<file path="src/rtl/byte_sar_pkg.sv">
package byte_sar_pkg;
    typedef enum logic [1:0] {
        DK_NONE  = 2'd0,
        DK_PLAIN = 2'd1,
        DK_ROUND = 2'd2
    } dec_kind_t;

    localparam logic [10:0] LAYA_MINOR_PLAIN = 11'b00111001101;
    localparam logic [10:0] LAYA_MINOR_ROUND = 11'b10111001101;
    localparam logic [5:0]  LAYB_MAJOR       = 6'b011111;
    localparam logic [4:0]  LAYB_SUB_PLAIN   = 5'b00110;
    localparam logic [4:0]  LAYB_SUB_ROUND   = 5'b00111;
    localparam logic [5:0]  LAYB_FUNC        = 6'b010011;
endpackage

</file>
<file path="src/rtl/byte_sar_lane.sv">
module byte_sar_lane #(
    parameter int W   = 8,
    parameter int SHW = $clog2(W)
) (
    input  logic [W-1:0]   lane_in,
    input  logic [SHW-1:0] amt,
    input  logic           rnd,
    output logic [W-1:0]   lane_out,
    output logic           lane_neg
);
    logic signed [W:0] ext;
    logic signed [W:0] pre;
    logic signed [W:0] sum;
    logic [SHW-1:0]    amt_m1;
    logic [W-1:0]      trunc;

    always_comb begin
        ext    = $signed({lane_in[W-1], lane_in});
        amt_m1 = amt - SHW'(1);
        pre    = ext >>> amt_m1;
        sum    = pre + (W+1)'(1);
        trunc  = W'($signed(lane_in) >>> amt);
        if (rnd && (amt != '0)) begin
            lane_out = sum[W:1];
            lane_neg = sum[W];
        end else begin
            lane_out = trunc;
            lane_neg = trunc[W-1];
        end
    end
endmodule

</file>
<file path="src/rtl/byte_sar_decode.sv">
module byte_sar_decode
    import byte_sar_pkg::*;
#(
    parameter logic [5:0] FORM_A_MAJOR = 6'b000000
) (
    input  logic [31:0] instr,
    output dec_kind_t   kind
);
    always_comb begin
        kind = DK_NONE;
        if (instr[31:26] == FORM_A_MAJOR) begin
            if (instr[10:0] == LAYA_MINOR_PLAIN)      kind = DK_PLAIN;
            else if (instr[10:0] == LAYA_MINOR_ROUND) kind = DK_ROUND;
        end
        if ((instr[31:26] == LAYB_MAJOR) && (instr[5:0] == LAYB_FUNC)) begin
            if (instr[10:6] == LAYB_SUB_PLAIN)      kind = DK_PLAIN;
            else if (instr[10:6] == LAYB_SUB_ROUND) kind = DK_ROUND;
        end
    end
endmodule

</file>
<file path="src/rtl/byte_sar_unit.sv">
module byte_sar_unit
    import byte_sar_pkg::*;
#(
    parameter int         LANES        = 4,
    parameter int         LANE_W       = 8,
    parameter int         OPW          = 32,
    parameter bit         REG_OUT      = 1'b1,
    parameter logic [5:0] FORM_A_MAJOR = 6'b000000
) (
    input  logic                    clk,
    input  logic                    rst_n,
    input  logic                    valid_in,
    input  logic [LANES*LANE_W-1:0] src_word,
    input  logic [OPW-1:0]          amt_word,
    input  logic                    round_mode,
    input  logic [31:0]             instr_word,
    output logic                    valid_out,
    output logic [2*LANES*LANE_W-1:0] result,
    output logic                    dec_plain,
    output logic                    dec_round,
    output logic                    dec_unknown
);
    localparam int DW  = LANES * LANE_W;
    localparam int SHW = $clog2(LANE_W);

    typedef struct packed {
        logic          vld;
        logic [2*DW-1:0] data;
    } out_st_t;

    logic [SHW-1:0] amt;
    logic [DW-1:0]  lanes_packed;
    logic [LANES-1:0] lane_neg;
    logic [2*DW-1:0] packed_res;
    dec_kind_t      kind;

    assign amt = amt_word[SHW-1:0];

    for (genvar g = 0; g < LANES; g++) begin : g_lane
        byte_sar_lane #(.W(LANE_W), .SHW(SHW)) u_lane (
            .lane_in  (src_word[g*LANE_W +: LANE_W]),
            .amt      (amt),
            .rnd      (round_mode),
            .lane_out (lanes_packed[g*LANE_W +: LANE_W]),
            .lane_neg (lane_neg[g])
        );
    end

    assign packed_res = {{DW{lane_neg[LANES-1]}}, lanes_packed};

    if (REG_OUT) begin : g_reg
        out_st_t st_d, st_q;

        always_comb begin
            st_d     = st_q;
            st_d.vld = 1'b0;
            if (valid_in) begin
                st_d.vld  = 1'b1;
                st_d.data = packed_res;
            end
        end

        always_ff @(posedge clk) begin
            if (!rst_n) st_q <= '0;
            else        st_q <= st_d;
        end

        assign valid_out = st_q.vld;
        assign result    = st_q.data;
    end else begin : g_comb
        assign valid_out = valid_in;
        assign result    = packed_res;
    end

    byte_sar_decode #(.FORM_A_MAJOR(FORM_A_MAJOR)) u_dec (
        .instr (instr_word),
        .kind  (kind)
    );

    assign dec_plain   = (kind == DK_PLAIN);
    assign dec_round   = (kind == DK_ROUND);
    assign dec_unknown = (kind == DK_NONE);
endmodule

</file>
<file path="config.mk">
export PLATFORM = sky130hd
export DESIGN_NAME = byte_sar_unit
export DESIGN_NICKNAME = d
export VERILOG_FILES = /design/src/rtl/byte_sar_pkg.sv /design/src/rtl/byte_sar_lane.sv /design/src/rtl/byte_sar_decode.sv /design/src/rtl/byte_sar_unit.sv
export SDC_FILE = /design/constraint.sdc
export NUM_CORES = 1
export LEC_CHECK = 0
export CAP_MARGIN = 10
export CORE_ASPECT_RATIO = 2
export CORE_MARGIN = 2
export CORE_UTILIZATION = 60
export DETAILED_ROUTE_END_ITERATION = 10
export DONT_BUFFER_PORTS = 1
export PLACE_DENSITY = 0.76
export SETUP_SLACK_MARGIN = 0.15
export SLEW_MARGIN = 20
export SYNTH_ARGS = -nofsm -noshare
export SYNTH_HDL_FRONTEND = slang
export SYNTH_SLANG_ARGS = --single-unit
export TNS_END_PERCENT = 30
</file>
<file path="constraint.sdc">
create_clock -name clk -period 4.9 [get_ports clk]
set_input_delay 0.98 -clock clk [delete_from_list [all_inputs] [get_ports clk]]
set_output_delay 0.98 -clock clk [all_outputs]
set_load 0.005 [all_outputs]
</file>
==> metrics.md, run 1 <==
| Metric | Value |
|---|---|
| Routed len/inst | `21.5 µm` |
| First-pass iteration count of the detailed router | `5` |
| Iter 0 DRT Violations | `290` |
| Die area | `approximately 8000 µm²` |
| Worst reg2reg startpoint | `result[31]$_SDFFE_PN0P_` |
| HPWL Detailed | `just over 9000 µm` |
| Critical Path End Type | `flop` |
| Total CTS buffers | `5` |
| Synth top area share | `between 10% and 20%` |
| R2R Setup Slk | `3640 ps` |
| Antenna violations before repair | `0` |
| Post-synthesis async set-or-reset flop share | `0%` |
| Area grow syn2layout | `-4.04%` |
| Worst Skew | `0 ps` |
| Clk_lat worst skew | `approximately 270 ps` |
| CP max stage cell | `ha_1` |
| Library cells used by synthesis | `70` |
| Synth Cell Area | `4370 µm²` |
| Startpoint Class | `primary input` |
| # setup viols final | `0` |
| Fin crit share | `75.9%` |
| Ys flop type | `dfxtp_1` |
| Die W | `between 60 and 70 µm` |
| PortBufs | `0` |
| Max Slew Vio Count | `0` |
| Postcts setup bufs | `0` |
| Final-stage net count | `between 500 and 600` |
| Clock slew at reported path FFs | `roughly 50 ps` |
| Top cells by area, synth | `dfxtp_1 (15%), mux4_2 (9.8%), mux2i_1 (8.9%)` |
| CP max stage delay | `770 ps` |
| TritonCTS clock tree | `built` |
| Root buffer cell | `clkbuf_16` |
| Bufs and invs on worst path | `1` |
| Hold Path Stages | `2` |
| Worst vdd ir | `approximately 0.22 mV` |
| Clock period minus worst slack | `between 3000 and 4000 ps` |
| Synth area leader | `dfxtp_1` |
| Post-CTS resize count | `0` |
| First-pass GRT wire length | `a little under 20000 µm` |
| Crit path to | `result[1]$_SDFFE_PN0P_` |
| Hold_sp | `result[2]$_SDFFE_PN0P_` |
| Worst-path fanout max | `35` |
| DRT Wirelength | `between 10000 and 15000 µm` |
| Critical Path Stages | `9` |
| Worst hold path class | `flop to flop` |
| Tot Pwr | `between 1 and 1.5 mW` |
| Routed Antenna Nets | `0` |
| CTS H-tree lvls | `2` |
| Sequential cell area fraction in the yosys report | `about 15%` |
| Starting Density | `61.0%` |
| Setup CP Type | `primary input to flop` |
| Crit path DAT | `slightly below 4000 ps` |
| Setup_tns | `0 ps` |
| EDFF count, synth | `0` |
| Synthesis Warnings | `0` |
| Via Count | `4005` |
| # DRC | `0` |
| Final hold violation count | `0` |
| Global Route Usage Sum | `a little under a third` |
| CORE AREA | `7160 µm²` |
| PwrDens | `roughly 240 nW/µm²` |
| Grt ovf | `0` |
| Cell family with most CP delay | `adder cells` |
| Largest net degree at the start of global routing | `between 60 and 70` |
| CP Cell Sequence | `inv_1, ha_1, mux4_1, nor2_1, nor2_1, ha_1, xnor2_1, a211oi_1, o21a_1` |
| Syn_area_per_cell | `7.87 µm²` |
| Mapped Nets | `661` |
| Register bit total from synthesis | `33` |
| Cell leakage power | `1.56 nW` |
| GPL Wtd Cong | `0.966` |
| R2r endpoint | `result[31]$_SDFFE_PN0P_` |
| Longest Clk Path Bufs | `2` |
| Fmax achieved | `269 MHz` |
| Hold-fix buffers at CTS | `0` |
| N_diodes | `0` |
| Relative slew slack | `between 40 and 50%` |
| Vias per cell | `slightly below 7` |
| Max Cap Viol | `0` |
| CP required | `about 5100 ps` |
| RSZ-0062 raised after global routing | `no` |
| Cell Rows | `44` |
| CP Launch Point | `amt_word[1]` |
| Ratio of cells with drive above 1 in the final layout | `between 10 and 15%` |
| Vias in the first global route | `approximately 3900` |
| Mapped Cells | `~560` |
| Worst reg-to-reg path cell count | `2` |
| Clock Sinks | `33` |
| Num ports | `roughly 170` |
| Worst-Margin Slew | `about 900 ps` |
| Chip Height | `~120 µm` |
| Status | `finished clean` |
## cells by family (layout without fill, tap and decap cells)
family	after synthesis	in the layout	synth area share, %
AOI/OAI and AO/OA	169	169	25.6
xor gates and xnor gates	20	20	4.36
adders and majority gates	6	6	1.72
buffers and inverters	92	30	12.8
DFF	33	33	15.1
muxes	72	72	23.0
and+or+nand+nor	163	163	17.4
## worst min path at each step
stage | to
floorplan | result[19]$_SDFFE_PN0P_
global placement | result[2]$_SDFFE_PN0P_
detailed placement | result[2]$_SDFFE_PN0P_
CTS | result[2]$_SDFFE_PN0P_
global route | result[2]$_SDFFE_PN0P_
finish | result[2]$_SDFFE_PN0P_
## layer usage
metal  up-vias  track usage [%]  wire length, µm
met5         -                0                0
met4         0             24.8             1110
met3        56             5.51              917
met2       195             49.4             6080
met1      1861             36.4             4480
li1       1893                -                -
## sequential cells by signal (all words and copies together) (netlist names)
| signal | cells |
|---|---|
| valid_out | 1 |
| result | 32 |
## worst reg2reg max path: cells and delay by family (launching register included)
kind / cells / cell delay, ps
DFF: 1 / 900
and+or+nand+nor: 1 / 160
AOI/OAI and AO/OA: 1 / 120
## stage by stage
stage / instances / utilization [%] / hold WS [ps] / cell area, µm² / setup WS (ps)
floorplan: 555 / - / 456 / 4370 / 1280
global placement: 578 / 56.6 / 470 / 4050 / 1050
detailed placement: 578 / 56.6 / 474 / 4050 / 1010
CTS: 585 / 58.5 / 482 / 4190 / 1280
global route: 585 / 58.5 / 498 / 4190 / 1040
finish: 585 / 58.5 / 479 / 4190 / 1180
## cells in the mapped netlist (all sizes together) (9+ instances only)
cell type / n
clkbuf: 24
mux2i: 39
dfxtp: 33
mux4: 21
xnor2: 12
a211oi: 11
nor2: 31
a31oi: 9
nand2: 71
buf: 55
mux2: 12
inv: 11
o211ai: 14
nand3: 20
nor2b: 9
o21ai: 44
a21oi: 43
## power by group
part           leakage, nW  internal, mW  switching [mW]
Combinational         1.21         0.175           0.217
Clock               0.0700         0.199           0.102
Sequential           0.274         0.293          0.0248
Total                 1.56         0.667           0.343
## cells in the final DEF (no fill, tap or decap), types with 4 or more instances in the layout
cell        n
nand2_1    70
a21oi_1    41
o21ai_0    40
mux2i_1    39
dfxtp_1    32
nor2_1     31
mux4_2     19
nand3_1    19
o211ai_1   14
mux2_2     12
inv_1      11
xnor2_1    11
buf_4      10
a31oi_1     9
nor2b_1     9
a211oi_1    8
nand2b_1    8
xor2_1      7
ha_1        6
nand4_1     5
clkbuf_16   5
a21o_1      4
o21ai_1     4
a21boi_1    4
o21a_1      4
nor3_1      4
## layout make-up
| type | count | area, µm² |
|---|---|---|
| Timing Repair Buffer | 10 | 75.1 |
| Tap cell | 92 | 115 |
| Clock buffer | 7 | 143 |
| Multi-Input combinational cell | 430 | 3150 |
| Sequential cell | 33 | 662 |
| Inverter | 13 | 48.8 |
| Fill cell | 683 | 2970 |
No activity file was read; power rests on OpenSTA's default activity.
==> run 2, diff against run 1 <==
==> constraint.sdc (replaced) <==
create_clock -name clk -period 3.6 [get_ports clk]
set_input_delay 0.72 -clock clk [delete_from_list [all_inputs] [get_ports clk]]
set_output_delay 0.72 -clock clk [all_outputs]
set_load 0.005 [all_outputs]
==> run 2 against run 1 <==
Clock power up 35%; largest power group unchanged; first-iteration DRC count down 4.1%; design area up 1.2%; clock skew unchanged; via count up 1.2%; global-route usage down 0.15 points; hold slack better by 4.7 ps; total power up 37%; sequential cell count unchanged.
==> metrics.md, run 2 (synthesized netlist as in run 1, its figures left out) <==
| Metric | Value |
|---|---|
| CP required | `3740 ps (-1380 ps)` |
| Commonest non-fill, non-tap cell in the layout | `nand2_1` |
| Ratio of cells with drive above 1 in the final layout | `13.3% (+0.88 points)` |
| Fmax achieved | `a little over 300 MHz` |
| Hold-fix buffers at CTS | `0 (unchanged)` |
| Starting Density | `61.0% (unchanged)` |
| CTS H-tree lvls | `2 (unchanged)` |
| # setup viols final | `0 (unchanged)` |
| Routed len/inst | `21.2 µm (-1.4%)` |
| Critical Path End Type | `flop` |
| CP max stage delay | `600 ps (-170 ps)` |
| Worst setup margin | `391 ps (-788 ps)` |
| CP Launch Point | `amt_word[1]` |
| Crit path DAT | `3350 ps (-590 ps)` |
| CORE AREA | `7160 µm² (unchanged)` |
| Setup CP Type | `primary input to flop` |
| GPL Wtd Cong | `0.979 (+1.3%)` |
| Critical Path Stages | `10 (+1)` |
| Largest net degree at the start of global routing | `67 (unchanged)` |
| Grt ovf | `0 (unchanged)` |
| CP max stage cell | `ha_1` |
| Worst-Margin Slew | `877 ps (-0.442 ps)` |
| HPWL Detailed | `9270 µm (-0.70%)` |
| Root buffer cell | `clkbuf_16` |
| DRT Wirelength | `12500 µm (-0.58%)` |
| Vias per cell | `6.87 (+0.32%)` |
| Fin crit share | `89.1%` |
| Vias in the first global route | `3843 (-2.0%)` |
| Routed Antenna Nets | `0 (unchanged)` |
| Cell leakage power | `1.59 nW (+1.8%)` |
| Clock Sinks | `33 (unchanged)` |
| Max Slew Vio Count | `0 (unchanged)` |
| Total CTS buffers | `5 (unchanged)` |
| Setup_tns | `0 ps (unchanged)` |
| PortBufs | `0 (unchanged)` |
| Iter 0 DRT Violations | `278 (-4.1%)` |
| TritonCTS clock tree | `built` |
| Clock slew at reported path FFs | `50 ps (about the same)` |
| Final-stage net count | `604 (+0.83%)` |
| Bufs and invs on worst path | `2 (+1)` |
| Antenna violations before repair | `0 (unchanged)` |
| Postcts setup bufs | `0 (unchanged)` |
| Longest Clk Path Bufs | `2 (unchanged)` |
| Die area | `8020 µm² (unchanged)` |
| First-pass GRT wire length | `19700 µm (+0.21%)` |
| Post-CTS resize count | `0 (unchanged)` |
| Worst Skew | `0 ps (unchanged)` |
| Tot Pwr | `1.38 mW (+37%)` |
| Final hold violation count | `0 (unchanged)` |
| First-pass iteration count of the detailed router | `5 (unchanged)` |
| Die W | `64.3 µm (unchanged)` |
| Max Cap Viol | `0 (unchanged)` |
| Worst hold path class | `flop to flop` |
| CP Cell Sequence | `inv_1, ha_1, buf_4, and2_1, mux2i_1, o21ai_1, nand3_1, xnor2_1, o21ai_0, a21oi_1` |
| Worst reg2reg startpoint | `result[31]$_SDFFE_PN0P_` |
| Cell Rows | `44 (unchanged)` |
| Global Route Usage Sum | `31.2% (-0.15 points)` |
| PwrDens | `325 nW/µm² (+35%)` |
| Startpoint Class | `primary input` |
| Via Count | `4052 (+1.2%)` |
| Worst reg-to-reg path cell count | `2 (unchanged)` |
| Worst vdd ir | `0.406 mV (+88%)` |
| Post-Place Setup Slack | `144 ps (-868 ps)` |
| Layout Utilization | `59.2% (+0.70 points)` |
| Cell family with most CP delay | `compound AO/OA/AOI/OAI gates` |
| # DRC | `0 (unchanged)` |
| Commonest non-fill, non-tap cells in the layout | `nand2_1 (70), a21oi_1 (41), o21ai_0 (40)` |
| Clock period minus worst slack | `3210 ps` |
| Status | `finished clean` |
| Num ports | `168 (unchanged)` |
| RSZ-0062 raised after global routing | `no` |
| N_diodes | `0 (unchanged)` |
| Number of flip-flops under the largest register name | `32 (unchanged)` |
| Area grow syn2layout | `-2.89%` |
| Worst-path fanout max | `35 (unchanged)` |
| Hold_sp | `result[2]$_SDFFE_PN0P_` |
| Clk_lat worst skew | `270 ps (about the same)` |
| Relative slew slack | `41.6% (about the same)` |
| Hold Path Stages | `2 (unchanged)` |
| Chip Height | `125 µm (unchanged)` |
==> run 2: cell count changes in the layout (fill, tap and decap cells not counted), sizes merged <==
cell and delta:
buf +5
==> run 2: metal layers <==
layer | part of all wire (%) | global-route usage (%)
met1 | 36 | 36.0
met2 | 51 | 52.0
met3 | 7.2 | 7.14
met4 | 6.0 | 17.3
met5 | 0 | 0
==> run 2: where the power goes <==
group / internal (mW) / leakage (nW) / switching (mW)
sequential: 0.399 / 0.274 / 0.0327
clock: 0.270 / 0.0700 / 0.135
combinational: 0.248 / 1.24 / 0.294
total: 0.918 / 1.59 / 0.462
==> run 2: layout make-up <==
type                       count  area, µm²
multi-input combinational    430       3150
inverter                      13       48.8
timing repair buffer          15        125
tap                           92        115
fill                         677       2920
sequential                    33        662
clock buffer                   7        143
==> run 2: worst min-delay path: stages (launching register included) <==
cell      delay, ps
dfxtp_1         320
nand2_1          60
a21boi_1         50
==> run 2: final timing paths <==
check | to | slack [ps]
setup / recovery | result[27]$_SDFFE_PN0P_ | 390
hold / removal | result[2]$_SDFFE_PN0P_ | 480
setup reg to reg | result[31]$_SDFFE_PN0P_ | 2390
hold reg to reg | result[2]$_SDFFE_PN0P_ | 480
==> run 2: per-stage QoR <==
stage | std cells | cell area, µm² | hold slack (ps)
2_1_floorplan | 555 | 4370 | 456
6_report | 590 | 4240 | 483
3_3_place_gp | 583 | 4100 | 470
5_1_grt | 590 | 4240 | 515
3_5_place_dp | 583 | 4100 | 474
4_1_cts | 590 | 4240 | 482
